$ cat src/rtl/rpsc_pkg.sv
package rpsc_pkg;

    typedef enum logic [3:0] {
        LS_U0         = 4'd0,
        LS_U1         = 4'd1,
        LS_U2         = 4'd2,
        LS_U3         = 4'd3,
        LS_DISABLED   = 4'd4,
        LS_RXDETECT   = 4'd5,
        LS_INACTIVE   = 4'd6,
        LS_POLLING    = 4'd7,
        LS_RECOVERY   = 4'd8,
        LS_HOTRESET   = 4'd9,
        LS_COMPLIANCE = 4'd10,
        LS_TEST       = 4'd11,
        LS_RESUME     = 4'd15
    } link_e;

    typedef enum logic [1:0] {
        RS_IDLE = 2'd0,
        RS_HOT  = 2'd1,
        RS_WARM = 2'd2
    } rst_state_e;

    localparam int unsigned NUM_CHG = 7;

    // change flag indexes, flag k lives at register bit CHG_LSB + k
    localparam int unsigned CHG_CONN = 0;
    localparam int unsigned CHG_EN   = 1;
    localparam int unsigned CHG_WARM = 2;
    localparam int unsigned CHG_OVC  = 3;
    localparam int unsigned CHG_RST  = 4;
    localparam int unsigned CHG_LINK = 5;
    localparam int unsigned CHG_CFG  = 6;

    localparam int unsigned B_CONN   = 0;
    localparam int unsigned B_EN     = 1;
    localparam int unsigned B_OVC    = 3;
    localparam int unsigned B_RST    = 4;
    localparam int unsigned B_LNK_LO = 5;
    localparam int unsigned B_LNK_HI = 8;
    localparam int unsigned B_PWR    = 9;
    localparam int unsigned B_SPD_LO = 10;
    localparam int unsigned B_SPD_HI = 13;
    localparam int unsigned B_IND_LO = 14;
    localparam int unsigned B_IND_HI = 15;
    localparam int unsigned B_LSTRB  = 16;
    localparam int unsigned CHG_LSB  = 17;
    localparam int unsigned CHG_MSB  = CHG_LSB + NUM_CHG - 1;
    localparam int unsigned B_CAS    = 24;
    localparam int unsigned B_WK_LO  = 25;
    localparam int unsigned B_WK_HI  = 27;
    localparam int unsigned B_FIXED  = 30;
    localparam int unsigned B_WARM   = 31;

    function automatic logic link_code_ok(input logic [3:0] code);
        return (code <= 4'd11) || (code == 4'd15);
    endfunction

endpackage

$ cat src/rtl/rpsc_chg_flags.sv
module rpsc_chg_flags #(
    parameter int unsigned N = 7
) (
    input  logic         clk,
    input  logic         rst_n,
    input  logic [N-1:0] set_vec,
    input  logic [N-1:0] clr_vec,
    output logic [N-1:0] flags
);

    generate
        for (genvar i = 0; i < N; i++) begin : g_flag
            always_ff @(posedge clk or negedge rst_n) begin
                if (!rst_n) begin
                    flags[i] <= 1'b0;
                end else if (set_vec[i]) begin
                    flags[i] <= 1'b1;
                end else if (clr_vec[i]) begin
                    flags[i] <= 1'b0;
                end
            end

            // set event wins over a clear in the same cycle
            assert_set_wins_R3: assert property (@(posedge clk) disable iff (!rst_n)
                set_vec[i] |=> flags[i]);

            // write-one-to-clear drops the flag when no event arrives
            assert_clear_R3: assert property (@(posedge clk) disable iff (!rst_n)
                (clr_vec[i] && !set_vec[i]) |=> !flags[i]);
        end
    endgenerate

endmodule

$ cat src/rtl/rpsc_reset_seq.sv
module rpsc_reset_seq
    import rpsc_pkg::*;
#(
    parameter int unsigned RESET_CYCLES = 64
) (
    input  logic clk,
    input  logic rst_n,
    input  logic start_hot,
    input  logic start_warm,
    output logic busy,
    output logic warm_busy,
    output logic done,
    output logic done_warm
);

    localparam int unsigned CW = (RESET_CYCLES < 2) ? 1 : $clog2(RESET_CYCLES + 1);
    localparam logic [CW-1:0] LAST = CW'(RESET_CYCLES - 1);

    rst_state_e    state_q, state_d;
    logic [CW-1:0] cnt_q;
    logic          last;

    assign last = (cnt_q == LAST);

    always_comb begin
        state_d = state_q;
        unique case (state_q)
            RS_IDLE: begin
                if (start_warm) begin
                    state_d = RS_WARM;
                end else if (start_hot) begin
                    state_d = RS_HOT;
                end
            end
            RS_HOT, RS_WARM: begin
                if (last) begin
                    state_d = RS_IDLE;
                end
            end
            default: state_d = RS_IDLE;
        endcase
    end

    always_ff @(posedge clk or negedge rst_n) begin
        if (!rst_n) begin
            state_q <= RS_IDLE;
            cnt_q   <= '0;
        end else begin
            state_q <= state_d;
            if (state_q == RS_IDLE || last) begin
                cnt_q <= '0;
            end else begin
                cnt_q <= cnt_q + CW'(1);
            end
        end
    end

    always_comb begin
        busy      = 1'b0;
        warm_busy = 1'b0;
        done      = 1'b0;
        done_warm = 1'b0;
        unique case (state_q)
            RS_IDLE: ;
            RS_HOT: begin
                busy = 1'b1;
                done = last;
            end
            RS_WARM: begin
                busy      = 1'b1;
                warm_busy = 1'b1;
                done      = last;
                done_warm = last;
            end
            default: ;
        endcase
    end

    // the counter never passes the programmed duration
    assert_cnt_bound_R8: assert property (@(posedge clk) disable iff (!rst_n)
        busy |-> (cnt_q < CW'(RESET_CYCLES)));

    // completion always returns the sequencer to idle
    assert_done_idle_R8: assert property (@(posedge clk) disable iff (!rst_n)
        done |=> (state_q == RS_IDLE));

    // a warm request from idle always takes the warm path
    assert_warm_pick_R9: assert property (@(posedge clk) disable iff (!rst_n)
        (state_q == RS_IDLE && start_warm) |=> warm_busy);

endmodule

$ cat src/rtl/rpsc_link_fsm.sv
module rpsc_link_fsm
    import rpsc_pkg::*;
(
    input  logic       clk,
    input  logic       rst_n,
    input  logic       hold,
    input  logic       go_hot,
    input  logic       go_warm,
    input  logic       rst_done,
    input  logic       hw_valid,
    input  logic [3:0] hw_code,
    input  logic       sw_valid,
    input  logic [3:0] sw_code,
    output link_e      link,
    output logic       plc_evt
);

    link_e cur_q, nxt, pre_q;

    always_comb begin
        nxt = cur_q;
        if (rst_done) begin
            nxt = LS_U0;
        end else if (go_warm) begin
            nxt = LS_POLLING;
        end else if (go_hot) begin
            nxt = LS_HOTRESET;
        end else if (hold) begin
            nxt = cur_q;
        end else if (hw_valid && link_code_ok(hw_code)) begin
            nxt = link_e'(hw_code);
        end else if (sw_valid && link_code_ok(sw_code)) begin
            nxt = link_e'(sw_code);
        end
    end

    always_comb begin
        plc_evt = 1'b0;
        if (nxt != cur_q) begin
            if (nxt == LS_INACTIVE) begin
                plc_evt = 1'b1;
            end else begin
                unique case (cur_q)
                    LS_U3:       plc_evt = (nxt == LS_RESUME) || (nxt == LS_U0);
                    LS_RESUME:   plc_evt = (nxt == LS_U0);
                    LS_U2:       plc_evt = (nxt == LS_U0);
                    LS_U0:       plc_evt = (nxt == LS_DISABLED);
                    LS_RECOVERY: plc_evt = (nxt == LS_U0) &&
                                           ((pre_q == LS_U3) || (pre_q == LS_RESUME));
                    default:     plc_evt = 1'b0;
                endcase
            end
        end
    end

    always_ff @(posedge clk or negedge rst_n) begin
        if (!rst_n) begin
            cur_q <= LS_RXDETECT;
            pre_q <= LS_RXDETECT;
        end else begin
            cur_q <= nxt;
            if (nxt == LS_RECOVERY && cur_q != LS_RECOVERY) begin
                pre_q <= cur_q;
            end
        end
    end

    assign link = cur_q;

    // a running reset freezes the link state
    assert_hold_R13: assert property (@(posedge clk) disable iff (!rst_n)
        (hold && !rst_done) |=> (link == $past(link)));

    // completion of a reset lands in U0
    assert_done_u0_R8: assert property (@(posedge clk) disable iff (!rst_n)
        rst_done |=> (link == LS_U0));

endmodule

$ cat src/rtl/root_port_csr.sv
module root_port_csr
    import rpsc_pkg::*;
#(
    parameter int unsigned RESET_CYCLES = 64,
    parameter bit          POWER_AT_RESET = 1'b1
) (
    input  logic        clk,
    input  logic        rst_n,
    input  logic        wr_en,
    input  logic [31:0] wdata,
    output logic [31:0] rdata,
    output logic        irq,
    input  logic        dev_present,
    input  logic        oc_level,
    input  logic        link_evt_valid,
    input  logic [3:0]  link_evt_code,
    input  logic        cfg_err,
    input  logic        cold_attach,
    input  logic        dev_fixed,
    input  logic [3:0]  speed_in
);

    localparam int unsigned WK_W  = B_WK_HI - B_WK_LO + 1;
    localparam int unsigned IND_W = B_IND_HI - B_IND_LO + 1;
    localparam int unsigned SPD_W = B_SPD_HI - B_SPD_LO + 1;

    logic               conn_q, ovc_q, en_q, pwr_q, cas_q;
    logic [SPD_W-1:0]   spd_q;
    logic [IND_W-1:0]   ind_q;
    logic [WK_W-1:0]    wake_q;
    logic [NUM_CHG-1:0] chg_set, chg_clr, chg_q;

    logic  rst_busy, rst_warm_busy, rst_done, rst_done_warm;
    logic  req_hot, req_warm, go_hot, go_warm;
    logic  conn_fall, ovc_rise, plc_evt;
    link_e link;

    // request decode, reset writes accepted only from idle
    assign req_warm = wr_en && wdata[B_WARM];
    assign req_hot  = wr_en && wdata[B_RST] && conn_q;
    assign go_warm  = req_warm && !rst_busy;
    assign go_hot   = req_hot && !req_warm && !rst_busy;

    assign conn_fall = conn_q && !dev_present;
    assign ovc_rise  = !ovc_q && oc_level;

    rpsc_reset_seq #(
        .RESET_CYCLES (RESET_CYCLES)
    ) u_seq (
        .clk        (clk),
        .rst_n      (rst_n),
        .start_hot  (go_hot),
        .start_warm (go_warm),
        .busy       (rst_busy),
        .warm_busy  (rst_warm_busy),
        .done       (rst_done),
        .done_warm  (rst_done_warm)
    );

    rpsc_link_fsm u_link (
        .clk      (clk),
        .rst_n    (rst_n),
        .hold     (rst_busy),
        .go_hot   (go_hot),
        .go_warm  (go_warm),
        .rst_done (rst_done),
        .hw_valid (link_evt_valid),
        .hw_code  (link_evt_code),
        .sw_valid (wr_en && wdata[B_LSTRB]),
        .sw_code  (wdata[B_LNK_HI:B_LNK_LO]),
        .link     (link),
        .plc_evt  (plc_evt)
    );

    always_comb begin
        chg_set           = '0;
        chg_set[CHG_CONN] = conn_q ^ dev_present;
        chg_set[CHG_EN]   = en_q && (conn_fall || ovc_rise) && !rst_done;
        chg_set[CHG_WARM] = rst_done_warm;
        chg_set[CHG_OVC]  = ovc_q ^ oc_level;
        chg_set[CHG_RST]  = rst_done;
        chg_set[CHG_LINK] = plc_evt;
        chg_set[CHG_CFG]  = cfg_err;
        chg_clr           = wr_en ? wdata[CHG_MSB:CHG_LSB] : '0;
    end

    rpsc_chg_flags #(
        .N (NUM_CHG)
    ) u_flags (
        .clk     (clk),
        .rst_n   (rst_n),
        .set_vec (chg_set),
        .clr_vec (chg_clr),
        .flags   (chg_q)
    );

    always_ff @(posedge clk or negedge rst_n) begin
        if (!rst_n) begin
            conn_q <= 1'b0;
            ovc_q  <= 1'b0;
            en_q   <= 1'b0;
            spd_q  <= '0;
            cas_q  <= 1'b0;
            pwr_q  <= POWER_AT_RESET;
            ind_q  <= '0;
            wake_q <= '0;
        end else begin
            conn_q <= dev_present;
            ovc_q  <= oc_level;

            if (rst_done) begin
                en_q  <= dev_present && !oc_level;
                spd_q <= dev_present ? speed_in : '0;
            end else begin
                if (conn_fall || ovc_rise || (wr_en && wdata[B_EN])) begin
                    en_q <= 1'b0;
                end
                if (conn_fall) begin
                    spd_q <= '0;
                end
            end

            if (cold_attach) begin
                cas_q <= 1'b1;
            end else if (rst_done_warm) begin
                cas_q <= 1'b0;
            end

            if (wr_en) begin
                pwr_q  <= wdata[B_PWR];
                ind_q  <= wdata[B_IND_HI:B_IND_LO];
                wake_q <= wdata[B_WK_HI:B_WK_LO];
            end
        end
    end

    always_comb begin
        rdata                   = '0;
        rdata[B_CONN]           = conn_q;
        rdata[B_EN]             = en_q;
        rdata[B_OVC]            = ovc_q;
        rdata[B_RST]            = rst_busy;
        rdata[B_LNK_HI:B_LNK_LO] = link;
        rdata[B_PWR]            = pwr_q;
        rdata[B_SPD_HI:B_SPD_LO] = spd_q;
        rdata[B_IND_HI:B_IND_LO] = ind_q;
        rdata[CHG_MSB:CHG_LSB]  = chg_q;
        rdata[B_CAS]            = cas_q;
        rdata[B_WK_HI:B_WK_LO]  = wake_q;
        rdata[B_FIXED]          = dev_fixed;
        rdata[B_WARM]           = rst_warm_busy;
    end

    assign irq = |chg_q;

    // any flag-setting event raises the interrupt next cycle
    assert_irq_follows_R4: assert property (@(posedge clk) disable iff (!rst_n)
        (|chg_set) |=> irq);

    // a write without the strobe never moves the link
    assert_strobe_gate_R5: assert property (@(posedge clk) disable iff (!rst_n)
        (wr_en && !wdata[B_LSTRB] && !link_evt_valid && !rst_busy && !go_hot && !go_warm)
        |=> (link == $past(link)));

    // entry into Inactive always leaves the link change flag set
    assert_inactive_plc_R7: assert property (@(posedge clk) disable iff (!rst_n)
        (link == LS_INACTIVE && $past(link) != LS_INACTIVE) |-> chg_q[CHG_LINK]);

    // while a warm reset runs the port reset bit also reads 1
    assert_warm_has_rst_R9: assert property (@(posedge clk) disable iff (!rst_n)
        rdata[B_WARM] |-> rdata[B_RST]);

endmodule

$ cat config.mk
export PLATFORM = sky130hd
export DESIGN_NAME = root_port_csr
export DESIGN_NICKNAME = d
export VERILOG_FILES = /design/src/rtl/rpsc_pkg.sv /design/src/rtl/rpsc_chg_flags.sv /design/src/rtl/rpsc_reset_seq.sv /design/src/rtl/rpsc_link_fsm.sv /design/src/rtl/root_port_csr.sv
export SDC_FILE = /design/constraint.sdc
export NUM_CORES = 1
export LEC_CHECK = 0
export BUFFER_PORTS_ARGS = -buffer_cell sky130_fd_sc_hd__buf_2
export CAP_MARGIN = 20
export CORE_UTILIZATION = 53
export DETAILED_ROUTE_END_ITERATION = 8
export PLACE_DENSITY_LB_ADDON = 0.08
export SETUP_SLACK_MARGIN = 0.02
export SLEW_MARGIN = 10
export SYNTH_ARGS = -nofsm -noshare
export SYNTH_HDL_FRONTEND = slang
export SYNTH_SLANG_ARGS = --single-unit
$ cat constraint.sdc
create_clock -name clk -period 4.65 [get_ports clk]
set_input_delay 0.6975 -clock clk [delete_from_list [all_inputs] [get_ports clk]]
set_output_delay 0.6975 -clock clk [all_outputs]
set_load 0.05 [all_outputs]
=== Yosys cells after proc, flatten, opt, wreduce, memory -nomap -nowiden ===
Index checks and enable logic that the tools add are counted.

* Flip-flop bits (word level): 38
* Bits in latches: 0
* Memory bits (writable): 0
* ROM bits: 0
* Bits of input ports: 49
* Output and inout bits: 33
* Logic and storage cells: 130
* Memories kept: 0

* Add/subtract/negate cells: 1
* Multiply operators: 0
* Divide/modulo/power cells: 0
* Magnitude comparators: 2
* Equality and inequality tests: 19
* Shifts and indexed selects: 0
* Mux-type cells: 40
* Bitwise logic cells: 2
* Reduce and logical (&&, ||, !) cells: 47

{| class="wikitable"
|+ Operators with widths
! operator !! number
|-
| 4-bit 2-to-1 mux || 9
|-
| 4-bit equality test, second input constant || 7
|-
| 1-bit 2-to-1 mux || 24
|-
| 2-bit nonzero test || 10
|-
| 1-bit logical AND || 17
|-
| 7-bit 2-to-1 mux || 2
|-
| 4-bit by 2-bit equality test with 1-bit output, second input constant || 3
|-
| 4-bit by 3-bit equality test with 1-bit output, second input constant || 2
|-
| 4-bit less-or-equal comparator, second input constant || 2
|-
| 4-bit zero test || 2
|-
| 7-bit by 1-bit adder with 7-bit output, second input constant || 1
|-
| 7-bit by 6-bit equality test with 1-bit output, second input constant || 1
|-
| 1-bit logical OR || 7
|-
| 7-bit OR reduction || 1
|-
| 1-bit zero test || 6
|-
| 2-bit 2-to-1 mux || 3
|-
| 4-bit inequality test || 1
|-
| 4-bit inequality test, second input constant || 1
|-
| 1-bit case mux with 4 select lines || 1
|-
| 2-bit case mux with 2 select lines || 1
|-
| 2-bit OR reduction || 2
|-
| 3-bit inequality test, second input constant || 1
|-
| 2-bit by 1-bit equality test with 1-bit output, second input constant || 1
|-
| 2-bit equality test, second input constant || 1
|-
| 4 further kinds || 5
|}

=== Longest topological paths before layout ===
Gate-level depths: netlist of run 1.

* Depth in word-level cells: 15
* Depth in mapped cells: 10
* Mapped depth without buffers: 9

=== By module ===
Synthesis of run 1 repeated with hierarchy kept, for this count alone.

* Cells, all modules: 241
* Area, all modules: 2381.0 µm²

{| class="wikitable"
|+ Modules (own cells, without submodules)
! module !! times used !! cells an instance !! area an instance (µm²) !! seq. area each (µm²)
|-
| rpsc_link_fsm || 1 || 106 || 885.8 || 205.2
|-
| root_port_csr || 1 || 69 || 769.5 || 351.6
|-
| rpsc_reset_seq || 1 || 45 || 471.7 || 225.2
|-
| rpsc_chg_flags || 1 || 21 || 254.0 || 175.2
|}

=== Worst setup path before layout of run 1 ===
No wires, ideal clock.

* Path kind: register -> register
* Start point: register u_seq.state_q[0]
* End point: register u_link.pre_q[1]
* Setup time: 0.125 ns
* Data arrival time: 2.447 ns
* Data required time: 4.525 ns
* Setup slack: 2.078 ns
* Cell stages (with the launch flop): 11
* Path buffers: 1
* Period minus slack after synthesis: 2.572 ns
* Cell sequence: dfrtp_1 -> inv_1 -> ha_1 -> buf_2 -> and4b_4 -> nand2_2 -> nand2_1 -> nor3_2 -> a21bo_1 -> or4b_4 -> mux2_4

* Longest elaborated chain between the ends: 10
* Elaborated cells between the ends (all ways): 14
* Those cells by class: 3 x eq/ne; 6 x mux; 5 x reduce/logical

{| class="wikitable"
|+ Ends and longest elaborated chain
! what !! RTL line !! text
|-
| start, declared || rpsc_reset_seq.sv:19 || <nowiki>rst_state_e state_q, state_d;</nowiki>
|-
| start signal, assigned || rpsc_reset_seq.sv:49 || <nowiki>state_q <= state_d;</nowiki>
|-
| 2-bit by 1-bit equality test with 1-bit output or 2-bit equality test (tied branches) || rpsc_reset_seq.sv:63 || <nowiki>unique case (state_q)</nowiki>
|-
| 2-bit OR reduction (no source line) * || - ||
|-
| 1-bit 2-to-1 mux * || rpsc_reset_seq.sv:63 ||
|-
| named net rst_busy || root_port_csr.sv:33 || <nowiki>logic rst_busy, rst_warm_busy, rst_done, rst_done_warm;</nowiki>
|-
| 1-bit zero test || root_port_csr.sv:41, root_port_csr.sv:42 ||
|-
| 1-bit logical AND || root_port_csr.sv:42 || <nowiki>assign go_hot = req_hot && !req_warm && !rst_busy;</nowiki>
|-
| 4-bit 2-to-1 mux || rpsc_link_fsm.sv:26 || <nowiki>end else if (go_hot) begin</nowiki>
|-
| 4-bit 2-to-1 mux * || rpsc_link_fsm.sv:24 || <nowiki>end else if (go_warm) begin</nowiki>
|-
| 4-bit 2-to-1 mux * || rpsc_link_fsm.sv:22 || <nowiki>if (rst_done) begin</nowiki>
|-
| named net u_link.nxt[3] || rpsc_link_fsm.sv:18 || <nowiki>link_e cur_q, nxt, pre_q;</nowiki>
|-
| 4-bit equality test * || rpsc_link_fsm.sv:62 || <nowiki>if (nxt == LS_RECOVERY && cur_q != LS_RECOVERY) begin</nowiki>
|-
| 1-bit logical AND * || rpsc_link_fsm.sv:62 ||
|-
| end signal, assigned || rpsc_link_fsm.sv:63 || <nowiki>pre_q <= cur_q;</nowiki>
|-
| end, declared || rpsc_link_fsm.sv:18 ||
|}

Mark *: on every way through the listed nets, which the timed path passes. The rest lies on a longest branch.
A chain may end at the register's enable or synchronous reset.

=== Worst setup path in the final report of run 1 ===
* Start point: register u_seq.state_q[0]
* End point: register u_link.pre_q[3]

* Longest elaborated chain between the ends: 10
* Elaborated cells between the ends (all ways): 14
* Those cells by class: 3 x eq/ne; 6 x mux; 5 x reduce/logical

{| class="wikitable"
|+ Ends and longest elaborated chain
! what !! RTL line
|-
| 2-bit by 1-bit equality test with 1-bit output or 2-bit equality test (tied branches) || rpsc_reset_seq.sv:63
|-
| 2-bit OR reduction (no source line) * || -
|-
| 1-bit 2-to-1 mux || rpsc_reset_seq.sv:63
|-
| 1-bit zero test || root_port_csr.sv:41, root_port_csr.sv:42
|-
| 1-bit logical AND || root_port_csr.sv:42
|-
| 4-bit 2-to-1 mux || rpsc_link_fsm.sv:26
|-
| 4-bit 2-to-1 mux || rpsc_link_fsm.sv:24
|-
| 4-bit 2-to-1 mux * || rpsc_link_fsm.sv:22
|-
| named net u_link.nxt[3] || rpsc_link_fsm.sv:18
|-
| 4-bit equality test * || rpsc_link_fsm.sv:62
|-
| 1-bit logical AND * || rpsc_link_fsm.sv:62
|}

Marked as above.

==> metrics.md, run 1 <==
| Metric | Value |
|---|---|
| Power Total | `1.42 mW` |
| Final Skew | `3.70 ps` |
| Clk slew on worst S/H paths | `70 ps` |
| DRC | `0` |
| Clock latency on the worst-skew pair | `290 ps` |
| WS Path Type | `reg -> reg` |
| Syn_area_per_cell | `9.56 um^2` |
| Core area | `4030 um^2` |
| H-tree levels | `2` |
| Number of synthesized flops with an enable pin | `0` |
| Vias in the first global route | `1769` |
| Post-synth top area cell | `dfrtp_1` |
| Worst VDD drop | `0.000231 V` |
| Hold Crit Class | `reg -> reg` |
| Final net count | `342` |
| Critical path arrival | `3270 ps` |
| Initial core utilization | `55.3%` |
| Fill cells | `362` |
| Antenna-violating nets left | `0` |
| Vias | `1882` |
| Yosys Warn Count | `0` |
| Vias per std cell | `5.55` |
| # IOs | `82` |
| Post-DP HPWL | `3520 um` |
| CP Launch Type | `flip-flop` |
| Longest Clk Path Bufs | `2` |
| Endpoints failing hold | `0` |
| First-pass GRT wire length | `7760 um` |
| CTS tree | `yes` |
| Drt pass-1 iters | `4` |
| Avg WL per Cell | `13.9 um` |
| PwrDens | `547 nW/um^2` |
| Postcts setup bufs | `0` |
| Async set or reset register ratio after synthesis | `100%` |
| Hold_buf cts | `0` |
| Cells after synthesis | `233` |
| Worst slew pin tran | `853 ps` |
| Most used DFF post-synth | `dfrtp_1` |
| Total GRT Usage | `23.6%` |
| CTS-repair resized insts | `0` |
| Synth top area share | `37.1%` |
| Period minus WS final | `3090 ps` |
| CP max-delay cell | `ha_1` |
| Row Count | `23` |
| Sequential Area | `957 um^2` |
| Inserted Diodes | `0` |
| Unrepaired setup endpoints after global routing | `false` |
| Largest net degree at the start of global routing | `39` |
| CP peak stage delay | `530 ps` |
| Status | `finished, final reports clean` |
| Worst Path Required | `4830 ps` |
| Initial antenna violation count | `0` |
| Most common cell after layout, fill and taps aside | `buf_2` |
| P_leak | `1.27 nW` |
| Area of the multi-input gates | `1120 um^2` |
| Die height | `66.8 um` |
| Die area | `4470 um^2` |
| Sink Count | `38` |
| Largest cells by area after synthesis | `dfrtp_1 37%, dfstp_2 5.9%, nand2_1 5.2%` |
| Final RePlAce weighted congestion | `0.847` |
| Worst Setup End Kind | `flip-flop` |
| Cell Area, Synth | `2230 um^2` |
| Final setup vio count | `0` |
| Synth unique cells | `57` |
| Reg2Reg Setup Slack | `1560 ps` |
| DR iter-0 viols | `112` |
| Layout cell share with drive strength beyond 1 | `32.9%` |
| Setup total negative slack | `0 ps` |
| Area Growth Syn to Fin | `16.3%` |
| Worst slew margin | `43.0%` |
| Seq/Total Area, Yosys | `43.0%` |
| Crit path max fanout | `20` |
| Critical Path, Cell by Cell | `inv_1 -> ha_1 -> and4b_4 -> nand2_2 -> nand2_1 -> nor3_2 -> a21bo_1 -> or4b_4 -> mux2_4` |
| GR Overflow Total | `0` |
| Max-cap violations | `0` |
| Drt total wl | `4720 um` |
| F_max | `0.323 GHz` |
| Final worst-path cycle share | `66.6%` |
| Chip width | `66.8 um` |
| Final Slew Violations | `0` |
| Most frequent cells in the layout | `64 x buf_2, 33 x dfrtp_1, 31 x nand2_1` |
| #FFs+latches synth | `38` |
| Clock root buffer | `clkbuf_8` |
| Num CTS Buffers | `5` |
| WHS | `464 ps` |
| Post-route cell area | `2590 um^2` |
| Final core occ | `64.3%` |
| # port buffers | `64` |
| Placed cell area | `2500 um^2` |
[state kept, by name (all words and copies together), names as in the netlist]
| register | flops |
|---|---|
| u_link.link | 4 |
| ind_q | 2 |
| u_seq.state_q | 2 |
| conn_q | 1 |
| cas_q | 1 |
| pwr_q | 1 |
| wake_q | 3 |
| u_link.pre_q | 4 |
| en_q | 1 |
| spd_q | 4 |
| u_flags.flags | 7 |
| u_seq.cnt_q | 7 |
| ovc_q | 1 |
[Yosys cell counts (2+ instances only)]
master / n
dfstp_2: 5
mux2_2: 7
nor3b_1: 4
nand2_1: 31
o31ai_1: 2
a21o_1: 2
nor2_1: 14
clkbuf_1: 5
nor4_1: 5
nand2_2: 2
mux2_4: 4
nand2b_1: 2
a31oi_1: 3
a311o_1: 2
o211a_1: 3
xnor2_1: 4
a22oi_1: 3
dfrtp_1: 33
nand3_1: 3
nand4_1: 2
ha_1: 5
o32a_1: 2
and3_1: 2
o21a_1: 2
nand3b_1: 6
buf_4: 13
o21ai_0: 11
inv_1: 11
nor3_1: 6
a21oi_1: 10
a211oi_1: 3
[report_power, final]
| part | switching (mW) | internal [mW] |
|---|---|---|
| clock network | 0.115 | 0.120 |
| registers | 0.0738 | 0.407 |
| logic | 0.441 | 0.261 |
[metal layers]
metal | GRT usage [%] | part of all wire, % | vias to the layer above
met3 | 6.85 | 5.0 | 4
met5 | 0 | 0 | -
met4 | 9.31 | 0.87 | 0
met1 | 27.8 | 46 | 873
li1 | - | - | 943
met2 | 40.2 | 48 | 62
[final timing paths]
check,to,depth (start not counted),start
hold / removal,u_seq.cnt_q[0]$_DFF_PN0_,1,u_seq.cnt_q[0]$_DFF_PN0_
setup reg to reg,u_link.pre_q[3]$_DFFE_PN0P_,9,u_seq.state_q[0]$_DFFE_PN0P_
setup / recovery,u_link.pre_q[3]$_DFFE_PN0P_,9,u_seq.state_q[0]$_DFFE_PN0P_
max in group asynchronous,u_seq.state_q[1]$_DFFE_PN0P_,1,rst_n
hold reg to reg,u_seq.cnt_q[0]$_DFF_PN0_,1,u_seq.cnt_q[0]$_DFF_PN0_
min in group asynchronous,u_link.pre_q[1]$_DFFE_PN0P_,1,rst_n
[layout make-up]
class | instances | share of cell area, %
multi-input combinational | 168 | 43.2
sequential | 38 | 36.9
timing repair buffer | 64 | 12.4
clock buffer | 7 | 3.33
tap | 50 | 2.41
inverter | 11 | 1.59
clock inverter | 1 | 0.193
[cell families (layout without fill, tap and decap cells)]
family	after synthesis	count (layout)	synth area share [%]
AO/OA/AOI/OAI	57	57	18.3
flip-flops	38	38	43.0
buffers and inverters	30	83	7.30
XOR/XNOR	5	5	1.97
adder cells (fa/ha/maj)	5	5	2.81
multiplexers	11	11	6.24
other	1	4	0.168
AND/OR/NAND/NOR	86	86	20.3
[critical path, delay by kind of cell (launching register included)]
family / cells / cell delay, ps
buffers and inverters: 1 / 60
flip-flops: 1 / 330
multiplexers: 1 / 320
AND/OR/NAND/NOR: 5 / 1500
adder cells (fa/ha/maj): 1 / 530
AO/OA/AOI/OAI: 1 / 250
[stage by stage]
step,setup WS (ps),std cells
after floorplan,2080,236
after global placement,1520,331
after detailed placement,1520,331
after CTS,1560,339
after global routing,1380,339
final,1560,339
No activity file was read; power rests on OpenSTA's default activity.
==> inputs of run 2 (changes only) <==
- CORE_UTILIZATION: 53 -> 49
- clock period: 4.65 -> 2.9 ns (I/O delays scaled with it)
==> run 2 against run 1 <==
Non-clock buffer count is 8 higher. Combinational power increased by 74%. Global-route usage fell by 2.8 points. Total power rose by 67%. Core utilization is 3.3 points lower. Maximum frequency increased by 15%. Largest cell class unchanged. Largest power group unchanged.
==> metrics.md, run 2 (synthesized netlist as in run 1, its figures left out) <==
| Metric | Value |
|---|---|
| # port buffers | `64` |
| Sw frac | `44.1%` |
| CP Launch Type | `flip-flop` |
| Fill cells | `395` |
| Flop pwr share | `32.2%` |
| Worst Path Required | `3080 ps` |
| # IOs | `82` |
| CTS tree | `yes` |
| P_sw | `1.04 mW` |
| Reg2Reg Setup Slack | `220 ps` |
| WS Path Type | `reg -> reg` |
| Area of the multi-input gates | `1120 um^2` |
| Final RePlAce weighted congestion | `0.835` |
| Worst slew margin | `43.1%` |
| Final Slew Violations | `0` |
| Initial core utilization | `51.1%` |
| Vias in the first global route | `1704` |
| Unrepaired setup endpoints after global routing | `false` |
| Worst slew pin tran | `853 ps` |
| Comb power frac | `51.6%` |
| Final net count | `350` |
| Layout cell share with drive strength beyond 1 | `35.0%` |
| Die height | `69.4 um` |
| Hold_buf cts | `0` |
| Chip width | `69.4 um` |
| Status | `finished, final reports clean` |
| Total GRT Usage | `20.9%` |
| Most frequent cells in the layout | `64 x buf_2, 33 x dfrtp_1, 31 x nand2_1` |
| Clock latency on the worst-skew pair | `290 ps` |
| PwrDens | `892 nW/um^2` |
| Crit path to | `u_link.pre_q[1]$_DFFE_PN0P_` |
| Worst flop-to-flop path startpoint | `u_seq.state_q[1]$_DFFE_PN0P_` |
| Antenna-violating nets left | `0` |
| Fin worst setup slack | `220 ps` |
| Biggest registers after layout | `u_flags.flags: 7 flops, u_seq.cnt_q: 7 flops` |
| Final worst-path cycle share | `92.4%` |
| Postcts setup bufs | `0` |
| Power Total | `2.37 mW` |
| Inserted Diodes | `0` |
| Metal3 WL | `271 um` |
| Setup total negative slack | `0 ps` |
| Drt total wl | `4860 um` |
| Max-cap violations | `0` |
| DRC | `0` |
| Clock power frac | `16.2%` |
| GR Overflow Total | `0` |
| DR iter-0 viols | `152` |
| R2R depth | `9` |
| Largest net degree at the start of global routing | `39` |
| Initial antenna violation count | `0` |
| Vias | `1939` |
| Place WS | `262 ps` |
| Clock root buffer | `clkbuf_8` |
| Avg WL per Cell | `13.9 um` |
| CTS-repair resized insts | `0` |
| Num CTS Buffers | `5` |
| R2r endpoint | `u_link.pre_q[1]$_DFFE_PN0P_` |
| F_max | `0.373 GHz` |
| Post-DP HPWL | `3600 um` |
| WL met2 | `2220 um` |
| M1 wire length | `2340 um` |
| Uppermost routed layer | `met4` |
| Longest Clk Path Bufs | `2` |
| H-tree levels | `2` |
| Clk slew on worst S/H paths | `80 ps` |
| Vias per std cell | `5.56` |
| Critical path arrival | `2860 ps` |
| Die area | `4820 um^2` |
| P_leak | `1.31 nW` |
| Worst Setup End Kind | `flip-flop` |
| Hold Crit Class | `in -> async` |
| Worst Setup SP | `u_seq.state_q[1]$_DFFE_PN0P_` |
| Core area | `4350 um^2` |
| Drt pass-1 iters | `6` |
| Most common cell after layout, fill and taps aside | `buf_2` |
| Sink Count | `38` |
| Worst VDD drop | `0.000599 V` |
| Area Growth Syn to Fin | `19.3%` |
| Final Skew | `4.06 ps` |
| First-pass GRT wire length | `8020 um` |
| Crit path max fanout | `7` |
| Final setup vio count | `0` |
| Row Count | `24` |
| Period minus WS final | `2680 ps` |
| Endpoints failing hold | `0` |
| Sequential Area | `957 um^2` |
| Cell-internal power | `1.32 mW` |
## run 2: worst max-delay path, stage by stage (launching register included)
cell	delay, ps
dfrtp_1	360
inv_1	50
ha_1	360
buf_4	190
nor3_1	260
a211oi_1	170
o21ai_0	150
nand2_1	120
or4b_4	600
mux2_4	320
## run 2: area by class of cell
cell class	instances	area share [%]
clock buffer	6	3.11
timing repair buffer	72	14.3
tap	52	2.45
sequential	38	36.0
inverter	11	1.55
multi-input combinational	168	42.1
clock inverter	2	0.471
## run 2: stage by stage
stage	hold WS, ps	instances	util [%]	cell area (um^2)
floorplan	139	236	-	2240
finish	246	349	61.0	2660
detailed placement	453	341	58.9	2560
CTS	275	349	61.0	2660
global placement	442	341	58.9	2560
global route	288	349	61.0	2660
## run 2: how the worst min path moves through the flow
stage / from / endpoint / slack (ps) / cells past startpoint
5_1_grt: oc_level / ovc_q$_DFF_PN0_ / 290 / 1
6_report: rst_n / wake_q[1]$_DFFE_PN0P_ / 250 / 1
3_5_place_dp: u_seq.cnt_q[0]$_DFF_PN0_ / u_seq.cnt_q[0]$_DFF_PN0_ / 450 / 1
2_1_floorplan: rst_n / cas_q$_DFFE_PN0P_ / 140 / 0
4_1_cts: rst_n / ovc_q$_DFF_PN0_ / 270 / 1
3_3_place_gp: u_seq.cnt_q[0]$_DFF_PN0_ / u_seq.cnt_q[0]$_DFF_PN0_ / 440 / 1
## run 2: per-layer routing
layer  vias up  track usage (%)
li1        956                -
met1       918             29.2
met2        61             32.3
met3         4             4.36
met4         0             7.03
met5         -                0
## run 2: power groups by stage
| stage | logic, mW | clock network, mW | registers [mW] |
|---|---|---|---|
| 6_report | 1.22 | 0.384 | 0.763 |
| 2_1_floorplan | 0.817 | 0 | 0.876 |
| 5_1_grt | 1.31 | 0.419 | 0.781 |
| 4_1_cts | 1.22 | 0.402 | 0.762 |
| 3_3_place_gp | 1.21 | 0 | 0.768 |
| 3_5_place_dp | 1.21 | 0 | 0.772 |
==> inputs of run 3 (changes only) <==
- REMOVE_ABC_BUFFERS: unset -> 1
==> run 3 against run 2 <==
Final cell count grew 0.29%. Via count decreased by 1.1%. Combinational power about the same. Register-to-register slack barely moved. Setup slack got worse by 5.9 ps. Sequential power fell by 0.5%. Critical path depth unchanged. Flip-flop and latch count is the same. Non-clock buffer count increased by 1.
==> metrics.md, run 3 (synthesized netlist as in run 1, its figures left out) <==
| Metric | Value |
|---|---|
| DRC | `0` |
| Vias per std cell | `5.48` |
| CTS tree | `yes` |
| Worst slew pin tran | `849 ps` |
| Crit path max fanout | `9` |
| Vias in the first global route | `1832` |
| Endpoints failing hold | `0` |
| Unrepaired setup endpoints after global routing | `false` |
| Layout cell share with drive strength beyond 1 | `34.2%` |
| Biggest registers after layout | `u_flags.flags: 7 flops, u_seq.cnt_q: 7 flops` |
| Worst Setup End Kind | `flip-flop` |
| Reg2Reg Setup Slack | `210 ps` |
| First-pass GRT wire length | `8090 um` |
| Final Skew | `5.58 ps` |
| Final setup vio count | `0` |
| # port buffers | `64` |
| H-tree levels | `2` |
| Clk slew on worst S/H paths | `70 ps` |
| GR Overflow Total | `0` |
| Largest net degree at the start of global routing | `39` |
| Post-DP HPWL | `3650 um` |
| # IOs | `82` |
| Drt pass-1 iters | `4` |
| Critical path arrival | `2860 ps` |
| Worst VDD drop | `0.000439 V` |
| Hold_buf cts | `0` |
| Sink Count | `38` |
| Worst slew margin | `43.4%` |
| Clock latency on the worst-skew pair | `290 ps` |
| Max-cap violations | `0` |
| Most frequent cells in the layout | `64 x buf_2, 33 x dfrtp_1, 31 x nand2_1` |
| Vias | `1917` |
| Period minus WS final | `2690 ps` |
| Total GRT Usage | `20.7%` |
| Chip width | `69.4 um` |
| Initial antenna violation count | `0` |
| WS Path Type | `reg -> reg` |
| P_leak | `1.31 nW` |
| Die area | `4820 um^2` |
| Setup total negative slack | `0 ps` |
| Drt total wl | `4830 um` |
| Row Count | `24` |
| CTS-repair resized insts | `0` |
| Fill cells | `414` |
| PwrDens | `880 nW/um^2` |
| Final Slew Violations | `0` |
| Final net count | `351` |
| Placed cells | `342` |
| Num CTS Buffers | `5` |
| Area Growth Syn to Fin | `19.0%` |
| Power Total | `2.33 mW` |
| Sequential Area | `957 um^2` |
| Die height | `69.4 um` |
| Status | `finished, final reports clean` |
| Final worst-path cycle share | `92.6%` |
| CP Launch Type | `flip-flop` |
| Core area | `4350 um^2` |
| Final RePlAce weighted congestion | `0.910` |
| Postcts setup bufs | `0` |
| Area of the multi-input gates | `1120 um^2` |
| Initial core utilization | `51.1%` |
| Clock root buffer | `clkbuf_8` |
| Longest Clk Path Bufs | `2` |
| Non-filler instance count after layout | `350` |
| Antenna-violating nets left | `0` |
| Most common cell after layout, fill and taps aside | `buf_2` |
| DR iter-0 viols | `116` |
| Avg WL per Cell | `13.8 um` |
| Inserted Diodes | `0` |
| Worst Path Required | `3070 ps` |
| F_max | `0.372 GHz` |
| Hold Crit Class | `in -> async` |
-- run 3: final cells by class --
class	instances	share of cell area [%]
Clock buffer	8	3.02
Inverter	11	1.56
Multi-Input combinational cell	168	42.2
Sequential cell	38	36.1
Tap cell	52	2.46
Timing Repair Buffer	73	14.6
-- run 3: per-stage QoR --
step                      instance area [um^2]  utilization [%]  worst slack, ps  hold WS (ps)
after floorplan                           2120                -             -142           139
after global placement                    2570             59.0              235           442
after detailed placement                  2570             59.0              224           444
after CTS                                 2650             60.9              200           274
after global routing                      2650             60.9             29.8           276
final                                     2650             60.9              214           258
-- run 3: final timing paths --
kind,cells past startpoint,to,start
max,9,u_link.pre_q[3]$_DFFE_PN0P_,u_seq.state_q[0]$_DFFE_PN0P_
min,1,u_seq.cnt_q[0]$_DFF_PN0_,rst_n
max reg2reg,9,u_link.pre_q[3]$_DFFE_PN0P_,u_seq.state_q[0]$_DFFE_PN0P_
min reg2reg,1,u_seq.cnt_q[0]$_DFF_PN0_,u_seq.cnt_q[0]$_DFF_PN0_
max in group asynchronous,1,u_flags.flags[3]$_DFFE_PN0P_,rst_n
min in group clk,1,ovc_q$_DFF_PN0_,oc_level
-- run 3: metal layers --
| layer | track usage, % | vias to the layer above | wire [um] |
|---|---|---|---|
| met3 | 5.38 | 4 | 223 |
| met5 | 0 | - | 0 |
| met2 | 32.4 | 58 | 2260 |
| met4 | 7.71 | 0 | 38 |
| met1 | 27.7 | 904 | 2310 |
| li1 | - | 951 | - |
-- run 3: worst max-delay path, cell delays in order, from the launching register on --
cell      delay, ps
dfrtp_1         330
inv_1            60
ha_1            400
buf_4           190
nor3_1          250
a211oi_1        170
o21ai_0         150
nand2_1         110
or4b_4          600
mux2_4          320
-- run 3: where the power goes --
part | total, mW | leakage [nW] | internal, mW | switching, mW
Clock | 0.344 | 0.0395 | 0.171 | 0.173
Combinational | 1.23 | 0.798 | 0.486 | 0.742
Sequential | 0.759 | 0.469 | 0.654 | 0.106
Total | 2.33 | 1.31 | 1.31 | 1.02
